==> src/rtl/bootseq_pkg.sv <==
package bootseq_pkg;
  typedef enum logic [2:0] {
    SRC_DBG  = 3'd0,
    SRC_QSPI = 3'd1,
    SRC_NAND = 3'd2,
    SRC_NOR  = 3'd3,
    SRC_SD   = 3'd4
  } src_e;

  typedef enum logic [1:0] {
    ERR_NONE  = 2'd0,
    ERR_STRAP = 2'd1,
    ERR_NOPWR = 2'd2,
    ERR_LEN   = 2'd3
  } err_e;

  typedef enum logic [3:0] {
    ST_DECODE,
    ST_HDR,
    ST_CHECK,
    ST_XFER,
    ST_WAIT,
    ST_EXTWAIT,
    ST_REL,
    ST_RUN,
    ST_LOCK
  } st_e;
endpackage

==> src/rtl/bootseq_strap_dec.sv <==
module bootseq_strap_dec
  import bootseq_pkg::*;
(
  input  logic [2:0] strap,
  output logic       known,
  output logic       slave
);
  always_comb begin
    known = 1'b1;
    slave = 1'b0;
    case (strap)
      SRC_DBG:                          slave = 1'b1;
      SRC_QSPI, SRC_NAND, SRC_NOR, SRC_SD: slave = 1'b0;
      default:                          known = 1'b0;
    endcase
  end
endmodule

==> src/rtl/bootseq_hdr_eval.sv <==
module bootseq_hdr_eval #(
  parameter int DATA_W  = 32,
  parameter int LEN_W   = 20,
  parameter int MAX_LEN = 196608,
  parameter int ENC_BIT = 31,
  parameter int XIP_BIT = 30
) (
  input  logic [DATA_W-1:0] hdr,
  output logic              secure,
  output logic              len_ok
);
  localparam logic [LEN_W-1:0] LIMIT = LEN_W'(MAX_LEN);
  logic enc, xip;
  logic [LEN_W-1:0] len;
  assign enc    = hdr[ENC_BIT];
  assign xip    = hdr[XIP_BIT];
  assign len    = hdr[LEN_W-1:0];
  assign secure = enc & ~xip;
  assign len_ok = xip | (len <= LIMIT);
endmodule

==> src/rtl/bootseq_fsm.sv <==
module bootseq_fsm
  import bootseq_pkg::*;
#(
  parameter int DATA_W = 32
) (
  input  logic              clk,
  input  logic              rst_n,
  input  logic              warm_rst,
  input  logic [2:0]        strap,
  input  logic              strap_known,
  input  logic              strap_slave,
  input  logic              hdr_valid,
  input  logic [DATA_W-1:0] hdr_data,
  output logic [DATA_W-1:0] hdr_q,
  input  logic              img_secure,
  input  logic              img_len_ok,
  input  logic              pl_pwr_good,
  input  logic              dma_done,
  input  logic              jtag_load_done,
  output logic              hdr_ready,
  output logic              dma_start,
  output logic              dma_route,
  output logic              jtag_en,
  output logic              cpu_release,
  output logic [2:0]        boot_src,
  output logic              boot_secure,
  output logic              sec_lock,
  output logic [1:0]        err_code
);
  st_e  state, nxt;
  err_e err_q, err_d;
  logic secure_q, secure_d;
  logic lock_q;
  logic [2:0] src_q;

  always_comb begin
    nxt      = state;
    err_d    = err_q;
    secure_d = secure_q;
    unique case (state)
      ST_DECODE: begin
        if (!strap_known) begin
          nxt   = ST_LOCK;
          err_d = ERR_STRAP;
        end else if (strap_slave) begin
          nxt = ST_EXTWAIT;
        end else begin
          nxt = ST_HDR;
        end
      end
      ST_HDR:     if (hdr_valid) nxt = ST_CHECK;
      ST_CHECK: begin
        if (!img_len_ok) begin
          nxt   = ST_LOCK;
          err_d = ERR_LEN;
        end else if (img_secure && !pl_pwr_good) begin
          nxt   = ST_LOCK;
          err_d = ERR_NOPWR;
        end else begin
          nxt      = ST_XFER;
          secure_d = img_secure;
        end
      end
      ST_XFER:    nxt = ST_WAIT;
      ST_WAIT:    if (dma_done) nxt = ST_REL;
      ST_EXTWAIT: if (jtag_load_done) nxt = ST_REL;
      ST_REL:     nxt = ST_RUN;
      ST_RUN:     nxt = ST_RUN;
      ST_LOCK:    nxt = ST_LOCK;
      default:    nxt = ST_LOCK;
    endcase
  end

  always_ff @(posedge clk or negedge rst_n) begin
    if (!rst_n) begin
      state    <= ST_DECODE;
      err_q    <= ERR_NONE;
      secure_q <= 1'b0;
      lock_q   <= 1'b0;
      src_q    <= '0;
      hdr_q    <= '0;
    end else if (warm_rst) begin
      state    <= ST_DECODE;
      err_q    <= ERR_NONE;
      secure_q <= 1'b0;
      lock_q   <= 1'b0;
      src_q    <= '0;
      hdr_q    <= '0;
    end else begin
      state    <= nxt;
      err_q    <= err_d;
      secure_q <= secure_d;
      if (state == ST_DECODE) src_q <= strap;
      if (state == ST_HDR && hdr_valid) hdr_q <= hdr_data;
      if (state == ST_REL && !secure_q) lock_q <= 1'b1;
    end
  end

  assign hdr_ready   = (state == ST_HDR);
  assign dma_start   = (state == ST_XFER);
  assign dma_route   = secure_q;
  assign cpu_release = (state == ST_REL);
  assign jtag_en     = (state == ST_EXTWAIT) || (state == ST_RUN && !secure_q);
  assign boot_src    = src_q;
  assign boot_secure = secure_q;
  assign sec_lock    = lock_q;
  assign err_code    = err_q;
endmodule

==> src/rtl/boot_sequencer.sv <==
module boot_sequencer #(
  parameter int DATA_W  = 32,
  parameter int LEN_W   = 20,
  parameter int MAX_LEN = 196608,
  parameter int ENC_BIT = 31,
  parameter int XIP_BIT = 30
) (
  input  logic              clk,
  input  logic              rst_n,
  input  logic              warm_rst,
  input  logic [2:0]        strap,
  input  logic              hdr_valid,
  output logic              hdr_ready,
  input  logic [DATA_W-1:0] hdr_data,
  input  logic              pl_pwr_good,
  output logic              dma_start,
  output logic              dma_route,
  input  logic              dma_done,
  input  logic              jtag_load_done,
  output logic              jtag_en,
  output logic              cpu_release,
  output logic [2:0]        boot_src,
  output logic              boot_secure,
  output logic              sec_lock,
  output logic [1:0]        err_code
);
  logic known, slave, img_secure, img_len_ok;
  logic [DATA_W-1:0] hdr_q;

  bootseq_strap_dec u_dec (
    .strap (strap),
    .known (known),
    .slave (slave)
  );

  bootseq_hdr_eval #(
    .DATA_W (DATA_W),
    .LEN_W  (LEN_W),
    .MAX_LEN(MAX_LEN),
    .ENC_BIT(ENC_BIT),
    .XIP_BIT(XIP_BIT)
  ) u_eval (
    .hdr   (hdr_q),
    .secure(img_secure),
    .len_ok(img_len_ok)
  );

  bootseq_fsm #(.DATA_W(DATA_W)) u_fsm (
    .clk           (clk),
    .rst_n         (rst_n),
    .warm_rst      (warm_rst),
    .strap         (strap),
    .strap_known   (known),
    .strap_slave   (slave),
    .hdr_valid     (hdr_valid),
    .hdr_data      (hdr_data),
    .hdr_q         (hdr_q),
    .img_secure    (img_secure),
    .img_len_ok    (img_len_ok),
    .pl_pwr_good   (pl_pwr_good),
    .dma_done      (dma_done),
    .jtag_load_done(jtag_load_done),
    .hdr_ready     (hdr_ready),
    .dma_start     (dma_start),
    .dma_route     (dma_route),
    .jtag_en       (jtag_en),
    .cpu_release   (cpu_release),
    .boot_src      (boot_src),
    .boot_secure   (boot_secure),
    .sec_lock      (sec_lock),
    .err_code      (err_code)
  );
endmodule

==> config.mk <==
export PLATFORM = sky130hd
export DESIGN_NAME = boot_sequencer
export DESIGN_NICKNAME = d
export VERILOG_FILES = /design/src/rtl/bootseq_pkg.sv /design/src/rtl/bootseq_strap_dec.sv /design/src/rtl/bootseq_hdr_eval.sv /design/src/rtl/bootseq_fsm.sv /design/src/rtl/boot_sequencer.sv
export SDC_FILE = /design/constraint.sdc
export NUM_CORES = 1
export LEC_CHECK = 0
export BUFFER_PORTS_ARGS = -buffer_cell sky130_fd_sc_hd__buf_4
export CAP_MARGIN = 40
export CORE_MARGIN = 3
export CORE_UTILIZATION = 30
export CTS_BUF_LIST = sky130_fd_sc_hd__clkbuf_16
export DETAILED_ROUTE_END_ITERATION = 6
export HOLD_SLACK_MARGIN = 0.08
export PLACE_DENSITY = 0.52
export SYNTH_ARGS = -nofsm -noshare
export SYNTH_HDL_FRONTEND = slang
export SYNTH_SLANG_ARGS = --single-unit
==> constraint.sdc <==
create_clock -name clk -period 2.7 [get_ports clk]
set_input_delay 0 -clock clk [delete_from_list [all_inputs] [get_ports clk]]
set_output_delay 0 -clock clk [all_outputs]
set_load 0.1 [all_outputs]
== Yosys cells after proc, flatten, opt, wreduce, memory -nomap -nowiden ==
Index checks and enable logic that the tools add are counted.

* Register bits: 43
* Word-level logic and storage cells: 73

* Reduce and logical (&&, ||, !) cells: 20
* Equality and inequality tests: 17
* Magnitude comparators: 1
* Multiplexer cells: 26
* Bitwise operators: 3

{| class="wikitable"
|+ Operator list
! operator !! count
|-
| $mux 32 || 2
|-
| $mux 4 || 7
|-
| $pmux 4 s7 || 1
|-
| $le 20x18->1 const B || 1
|-
| $eq 4x3->1 const B || 4
|-
| $ne 3x3->1 const B || 4
|-
| $reduce_bool 2->1 || 5
|-
| $mux 3 || 3
|-
| $reduce_and 3->1 || 3
|-
| $eq 4x2->1 const B || 2
|-
| $mux 1 || 8
|-
| $mux 2 || 4
|-
| $eq 3x2->1 const B || 2
|-
| $reduce_or 5->1 || 1
|-
| $eq 4x1->1 const B || 1
|-
| $logic_and 1x1->1 || 4
|-
| $logic_not 4->1 || 1
|-
| $ne 4x4->1 const B || 1
|-
| $pmux 2 s2 || 1
|-
| $eq 3x1->1 const B || 1
|-
| $eq 3x3->1 const B || 1
|-
| $logic_not 3->1 || 1
|-
| $reduce_bool 3->1 || 1
|-
| $logic_not 1->1 || 2
|-
| 6 further kinds || 6
|}

== Logic depth before layout (Yosys ltp) ==
Gate-level depths: netlist (run 1).

* Word-level depth: 7
* Gate-level depth with buffers: 6
* Gate-level depth less buffers: 5

== By module ==
A second synthesis (run 1) with hierarchy kept.

* Cell total of the unflattened synthesis: 160
* Area, all modules: 1,904.3 um2

{| class="wikitable"
|+ By module, submodules not included
! module !! seq. area each (um2) !! cells an instance !! instances !! area an instance (um2)
|-
| bootseq_fsm || 1,076.0 || 147 || 1 || 1,825.5
|-
| bootseq_hdr_eval || 0.0 || 11 || 1 || 63.8
|-
| bootseq_strap_dec || 0.0 || 2 || 1 || 15.0
|}

== Least setup slack after synthesis (run 1) ==
OpenSTA, ideal clock, no wires.

* Path type: register to register
* Start: reg u_fsm.state[1]
* End: reg u_fsm.hdr_q[0]
* Setup time: 121 ps
* Clock period less this slack: 2,565 ps
* Path slack: 135 ps
* Buffers on the path: 2
* Arrival: 2,444 ps
* Cell stages (with the launch flop): 6
* Cell sequence: dfrtp_1 -> buf_2 -> nor4b_4 -> a21oi_1 -> buf_2 -> a22o_1

* Word-level cells in the longest chain between the ends: 3

{| class="wikitable"
|+ Ends and longest elaborated chain
! what !! RTL line !! source
|-
| start: declaration || bootseq_fsm.sv:30 || <nowiki>st_e state, nxt;</nowiki>
|-
| start signal: assignment || bootseq_fsm.sv:90 || <nowiki>state <= nxt;</nowiki>
|-
| $eq 4x1->1 || - ||
|-
| named net hdr_ready || boot_sequencer.sv:13 || <nowiki>output logic hdr_ready,</nowiki>
|-
| $logic_and 1x1->1 || bootseq_fsm.sv:94 || <nowiki>if (state == ST_HDR && hdr_valid) hdr_q <= hdr_data;</nowiki>
|-
| $reduce_bool 2->1 (no source line) || - ||
|-
| end signal: assignment || bootseq_fsm.sv:94 ||
|-
| end: declaration || bootseq_fsm.sv:14 || <nowiki>output logic [DATA_W-1:0] hdr_q,</nowiki>
|}

The timed path passes the listed nets, and every way through them passes these cells.
A chain may end at the register's enable or synchronous reset.

== Worst setup path after layout (run 1) ==
* Start: reg u_fsm.state[0]
* End: reg u_fsm.src_q[0] (netlist: u_fsm.boot_src[0])

* Word-level cells in the longest chain between the ends: 2

{| class="wikitable"
|+ Ends and longest elaborated chain
! what !! RTL line !! source
|-
| $logic_not 4->1 || bootseq_fsm.sv:93 || <nowiki>if (state == ST_DECODE) src_q <= strap;</nowiki>
|-
| $reduce_bool 2->1 (no source line) || - ||
|-
| end signal: assignment || bootseq_fsm.sv:93 ||
|-
| end: declaration || bootseq_fsm.sv:34 || <nowiki>logic [2:0] src_q;</nowiki>
|}

Every way passes these cells.

==> results of run 1 <==
## flip-flops by register name, indices dropped and copies added (netlist names)
register / count
u_fsm.boot_src: 3
u_fsm.state: 4
u_fsm.boot_secure: 1
u_fsm.err_code: 2
u_fsm.sec_lock: 1
u_fsm.hdr_q: 22
## synthesized netlist by cell type (all sizes together) (3+ instances only)
library cell and count:
o21ai 3, a21oi 8, nor3 3, dfrtp 33
nor2 13, a22o 22, nor4 5, inv 5
buf 8, nand2 7
## final cells by class
| type | count | area, um2 | area share |
|---|---|---|---|
| Inverter | 5 | 18.8 | 0.00794 |
| Sequential cell | 33 | 826 | 0.349 |
| Clock inverter | 3 | 12.5 | 0.00529 |
| Clock buffer | 5 | 125 | 0.0529 |
| Multi-Input combinational cell | 88 | 649 | 0.275 |
| Tap cell | 67 | 83.8 | 0.0355 |
| Timing Repair Buffer | 76 | 648 | 0.274 |
## worst reg2reg max path: stages (launching register included)
cell and delay (ns):
dfrtp_1 0.47, or3_1 0.51, nor2_1 0.19, nand2_1 0.08, a21oi_1 0.12, dlygate4sd3_1 0.57
## worst paths after layout
kind	from	end	slack, ns	depth (start not counted)
max	u_fsm.state[0]	u_fsm.boot_src[0]	0.70	5
min	hdr_valid	u_fsm.state[1]	0.15	3
max reg2reg	u_fsm.state[0]	u_fsm.boot_src[0]	0.70	5
min reg2reg	u_fsm.sec_lock	u_fsm.sec_lock	0.51	2
max in group asynchronous	rst_n	u_fsm.state[1]	2.18	2
min in group asynchronous	rst_n	u_fsm.boot_src[1]	0.22	2
## report_power, final
part	internal (mW)	switching [mW]	total [mW]	leakage [nW]
registers	0.585	0.123	0.708	0.453
clock network	0.333	0.191	0.524	0.0687
logic	0.309	0.506	0.815	0.586
## kinds of logic after synthesis
kind of cell / after synthesis / share of synthesized area
and+or+nand+nor: 40 / 0.162
buffers and inverters: 15 / 0.0461
muxes: 2 / 0.0146
AOI/OAI and AO/OA: 46 / 0.244
DFF: 33 / 0.534
## layer usage
metal / wire length [um] / track usage
met5: 0 / 0
met4: 36 / 0.0516
met3: 241 / 0.0394
met2: 1750 / 0.217
met1: 1790 / 0.171
## through the flow
step	setup WS (ns)	util	power (mW)	hold slack (ns)
6_report	0.698	0.487	2.05	0.146
2_1_floorplan	0.135	-	1.30	-0.296
3_3_place_gp	0.785	0.395	1.46	-0.0314
4_1_cts	0.710	0.487	2.07	0.135
3_5_place_dp	0.776	0.395	1.48	-0.0229
5_1_grt	0.620	0.487	2.16	0.163
==> metrics.txt, run 1 <==
worst endpoint required time 2.90 ns; vias 1364; placed insts approximately 240; synthesized net count between 150 and 200; hold buffers post-CTS 31; hpwl dp 2.66 mm; clock tree buffer depth 2; worst-path fanout max 10; arrival time of the worst setup path around 2.2 ns; Yosys top cell area share 0.534; EDFF count, synth 0; die width 77.8 um; Resized cells post-CTS 0; TritonCTS clock tree built; I/O Pins 54; CORE AREA around 4800 um2; fillers 451; final clock skew 0.00416 ns; Congestion Overflow GR 0; Worst Path Buf+Inv 1; status complete, no violations; first-pass GRT wire length between 6 and 7 mm; Antenna Cells 0; Max H-tree Level 2; top cells by area, synth dfrtp_1 53%, a22o_1 12%, nor2_1 2.9%; CP max stage cell dlygate4sd3_1; P_leak 1.11 nW; wire per inst 13.8 um; fraction of layout cells with a size suffix above 1 0.300; Seq cells post-synth 33; DR DRC count 0; CTS buffer count 5; final setup vio count 0; Area growth syn-to-layout 52.8%; commonest cells after routing, fill and taps aside 45 x buf_4, 33 x dfrtp_1, 31 x dlygate4sd3_1, 22 x a22o_1, 12 x nor2_1; Mapped Area 1550 um2; RSZ-0062 raised after global routing no; total die area approximately 6100 um2; setup TNS 0 ns; Initial Util 0.319; initial antenna violation count 0; fmax 0.500 GHz; gpl congestion 0.751; Row Count 25; Clock Sinks 33; post-route cell area 2360 um2; Max Cap Violations 0; Critical Path Start Type register; register area share after synthesis 0.534; Worst setup EP type register; Cell Area, Placed ~1900 um2; Routed Wire Length 3.81 mm; ordered list of cells on the worst path or3_1 > nor2_1 > nand2_1 > a21oi_1 > dlygate4sd3_1; clock transition at the registers of the reported paths 0.05 ns; post-route ant nets 0; clock root buffer master clkbuf_16; cells after synthesis 136; final period utilization 0.741; cell taking the most area after synthesis dfrtp_1; die extent in y 77.8 um; Nets 251; Tightest Hold Check Type in -> reg; synth warn 0; largest net degree at the start of global routing 34; Setup Buffers After CTS 0; port bufs 43; Via density 4.92; slew at the pin closest to its max-slew limit 0.556 ns; most common cell after layout, fill and taps aside buf_4; Period minus WS final 2.00 ns; fin cells 277; Syn Area/Cell roughly 11 um2; max-slew violation count 0; critical path type reg -> reg; CP delay by family, top simple AND/OR/NAND/NOR gates; drt initial violations 48; final hold viol count 0; normalized max-slew margin 0.629; CP max stage delay 0.57 ns; GRT Total Usage 0.135; DRT Pass-1 Iters 4; Clk Latency, worst-skew pair 0.27 ns; Post-synth ARST share 1.00; vias in the first global route roughly 1400; most common flop cell mapped by yosys dfrtp_1; PwrDens 866 nW/um2; maximum VDD drop 0.000381 V; Synth cell types 38
Note: power is estimated with default switching activity, not from simulation.
==> run 2, diff against run 1 <==
--- a/config.mk
+++ b/config.mk
@@ -12,7 +12,7 @@
 export CTS_BUF_LIST = sky130_fd_sc_hd__clkbuf_16
 export DETAILED_ROUTE_END_ITERATION = 6
 export HOLD_SLACK_MARGIN = 0.08
-export PLACE_DENSITY = 0.52
+export PLACE_DENSITY = 0.53
 export SYNTH_ARGS = -nofsm -noshare
 export SYNTH_HDL_FRONTEND = slang
 export SYNTH_SLANG_ARGS = --single-unit
==> constraint.sdc (replaced) <==
create_clock -name clk -period 1.75 [get_ports clk]
set_input_delay 0 -clock clk [delete_from_list [all_inputs] [get_ports clk]]
set_output_delay 0 -clock clk [all_outputs]
set_load 0.1 [all_outputs]
==> run 2 against run 1 <==
Effect of this change: the run now ends with negative setup slack left; sequential share of layout area is 1.8 points lower; combinational power up 79%; critical endpoint is now u_fsm.err_code[1]; clock-buffer cell count did not move; core utilization rose by 2.8 points; final area up 5.7%.
==> metrics.txt, run 2 (same netlist as run 1, synthesis figures left out) <==
status complete, but fails checks; failing checks negative setup slack; port bufs 43 (unchanged); final core area utilization 0.515 (+0.0279); CP max stage delay 0.40 ns (-0.17 ns); Antenna Cells 0 (unchanged); wire per inst 14.1 um (+2.3%); max-slew violation count 0 (unchanged); switching part of the total 0.399 (-0.00162); final clock skew 0.00284 ns (-0.00132 ns); commonest cells after routing, fill and taps aside 51 x buf_4, 31 x dfrtp_1, 28 x dlygate4sd3_1, 22 x a22o_1, 11 x nor2_1; Via density 4.91 (-0.33%); critical path type reg -> reg; post-route cell area 2500 um2 (+5.7%); total die area 6050 um2 (unchanged); Row Count 25 (unchanged); die extent in y 77.8 um (unchanged); die width 77.8 um (unchanged); NetSw 1.33 mW (+63%); Period minus WS final 1.76 ns (-0.238 ns); final setup vio count 1 (+1); initial antenna violation count 0 (unchanged); Area growth syn-to-layout 61.6%; Pint 2.01 mW (+64%); first-pass GRT wire length 6.93 mm (+7.5%); Nets 257 (+2.4%); Critical Path Start Type register; post-route ant nets 0 (unchanged); TritonCTS clock tree built; Max H-tree Level 2 (unchanged); DR DRC count 0 (unchanged); Worst setup EP type register; DRT Pass-1 Iters 4 (unchanged); worst-path fanout max 2 (-8); fmax 0.567 GHz (+14%); Routed Wire Length 3.97 mm (+4.1%); fraction of layout cells with a size suffix above 1 0.363 (+0.0628); Clk pwr share 0.236 (-0.020); register share of total power 0.326 (-0.020); arrival time of the worst setup path 1.92 ns (-0.28 ns); Max Cap Violations 0 (unchanged); slew at the pin closest to its max-slew limit 0.431 ns (-0.124 ns); PwrDens 1340 nW/um2 (+55%); Cell Area, Placed 1970 um2 (+3.1%); P_leak 1.16 nW (+4.5%); worst endpoint required time 1.91 ns (-0.99 ns); clock transition at the registers of the reported paths 0.05 ns (about the same); Clk Latency, worst-skew pair 0.27 ns (about the same); crit path setup slack, layout -0.0138 ns (-0.712 ns); maximum VDD drop 0.000779 V (+100%); CTS buffer count 5 (unchanged); final period utilization 1.01 (+0.266); gpl congestion 0.819 (+9.1%); CORE AREA 4850 um2 (unchanged); RSZ-0062 raised after global routing yes; I/O Pins 54 (unchanged); Largest Register u_fsm.hdr_q; part of the power in combinational logic 0.437 (+0.039); Final Hold Slack 0.110 ns (-0.0357 ns); ordered list of cells on the worst path nor4_4 > a41oi_2 > a211o_1 > o211ai_2 > mux2_4; hpwl dp 2.74 mm (+3.0%); Congestion Overflow GR 0 (unchanged); clock tree buffer depth 2 (unchanged); Tightest Hold Check Type in -> reg; Initial Util 0.319 (unchanged); normalized max-slew margin 0.712 (+0.0830); GRT Total Usage 0.142 (+0.00674); clock root buffer master clkbuf_16; vias 1384 (+1.5%); vias in the first global route 1451 (+7.1%); largest net degree at the start of global routing 34 (unchanged); CP max stage cell dfrtp_1; Clock Sinks 33 (unchanged); drt initial violations 68 (+42%); final hold viol count 0 (unchanged); max reg flops 22 (unchanged); most common cell after layout, fill and taps aside buf_4
==> run 2: stage by stage <==
step	total power, mW	cells	setup WS (ns)	setup TNS (ns)
4_1_cts	3.31	280	-0.0161	-0.0321
3_5_place_dp	2.36	244	-0.0970	-0.235
3_3_place_gp	2.33	244	-0.0643	-0.161
5_1_grt	3.54	282	-0.105	-0.228
6_report	3.34	282	-0.0138	-0.0138
2_1_floorplan	2.03	136	-0.779	-17.99
==> run 2: worst paths after layout <==
check	startpoint	end	slack (ns)	cells past startpoint
max in group asynchronous	rst_n	u_fsm.state[0]	1.20	2
hold reg to reg	u_fsm.sec_lock	u_fsm.sec_lock	0.50	2
hold / removal	hdr_valid	u_fsm.state[1]	0.11	3
setup / recovery	u_fsm.hdr_q[8]	u_fsm.err_code[1]	-0.01	5
min in group asynchronous	rst_n	u_fsm.boot_src[2]	0.21	2
setup reg to reg	u_fsm.hdr_q[8]	u_fsm.err_code[1]	-0.01	5
==> run 2: worst max-delay path, delay by kind of cell (launching register included) <==
kind	cells	cell delay, ns
compound gates	3	0.59
flops	1	0.40
mux	1	0.31
simple gates	1	0.34
==> run 2: routing by layer <==
layer | global-route usage | wire length (um) | vias to the layer above
li1 | - | - | 671
met1 | 0.180 | 1720 | 655
met2 | 0.230 | 1930 | 56
met3 | 0.0476 | 296 | 2
met4 | 0.0374 | 22 | 0
met5 | 0 | 0 | -
==> run 2: layout make-up <==
class / count / area, um2
Fill cell: 449 / 2350
Sequential cell: 33 / 828
Multi-Input combinational cell: 88 / 721
Timing Repair Buffer: 82 / 714
Clock buffer: 5 / 125
Tap cell: 67 / 83.8
Inverter: 5 / 18.8
Clock inverter: 2 / 7.51
==> run 2: repair_timing <==
| item | 4_1_cts | 5_1_grt |
|---|---|---|
| hold buffers | 28 | 0 |
| hold endpoints to repair | 63 | 0 |
| gates resized for setup | 8 | 7 |
| cloned | 0 | 0 |
| setup buffers | 1 | 2 |
| setup endpoints to repair | 3 | 4 |
| pin swaps | 3 | 3 |
==> run 2: power groups by stage <==
stage / sequential, mW / combinational (mW) / clock [mW]
2_1_floorplan: 1.26 / 0.772 / 0
3_3_place_gp: 1.08 / 1.26 / 0
3_5_place_dp: 1.08 / 1.28 / 0
4_1_cts: 1.09 / 1.41 / 0.813
5_1_grt: 1.12 / 1.57 / 0.860
6_report: 1.09 / 1.46 / 0.790
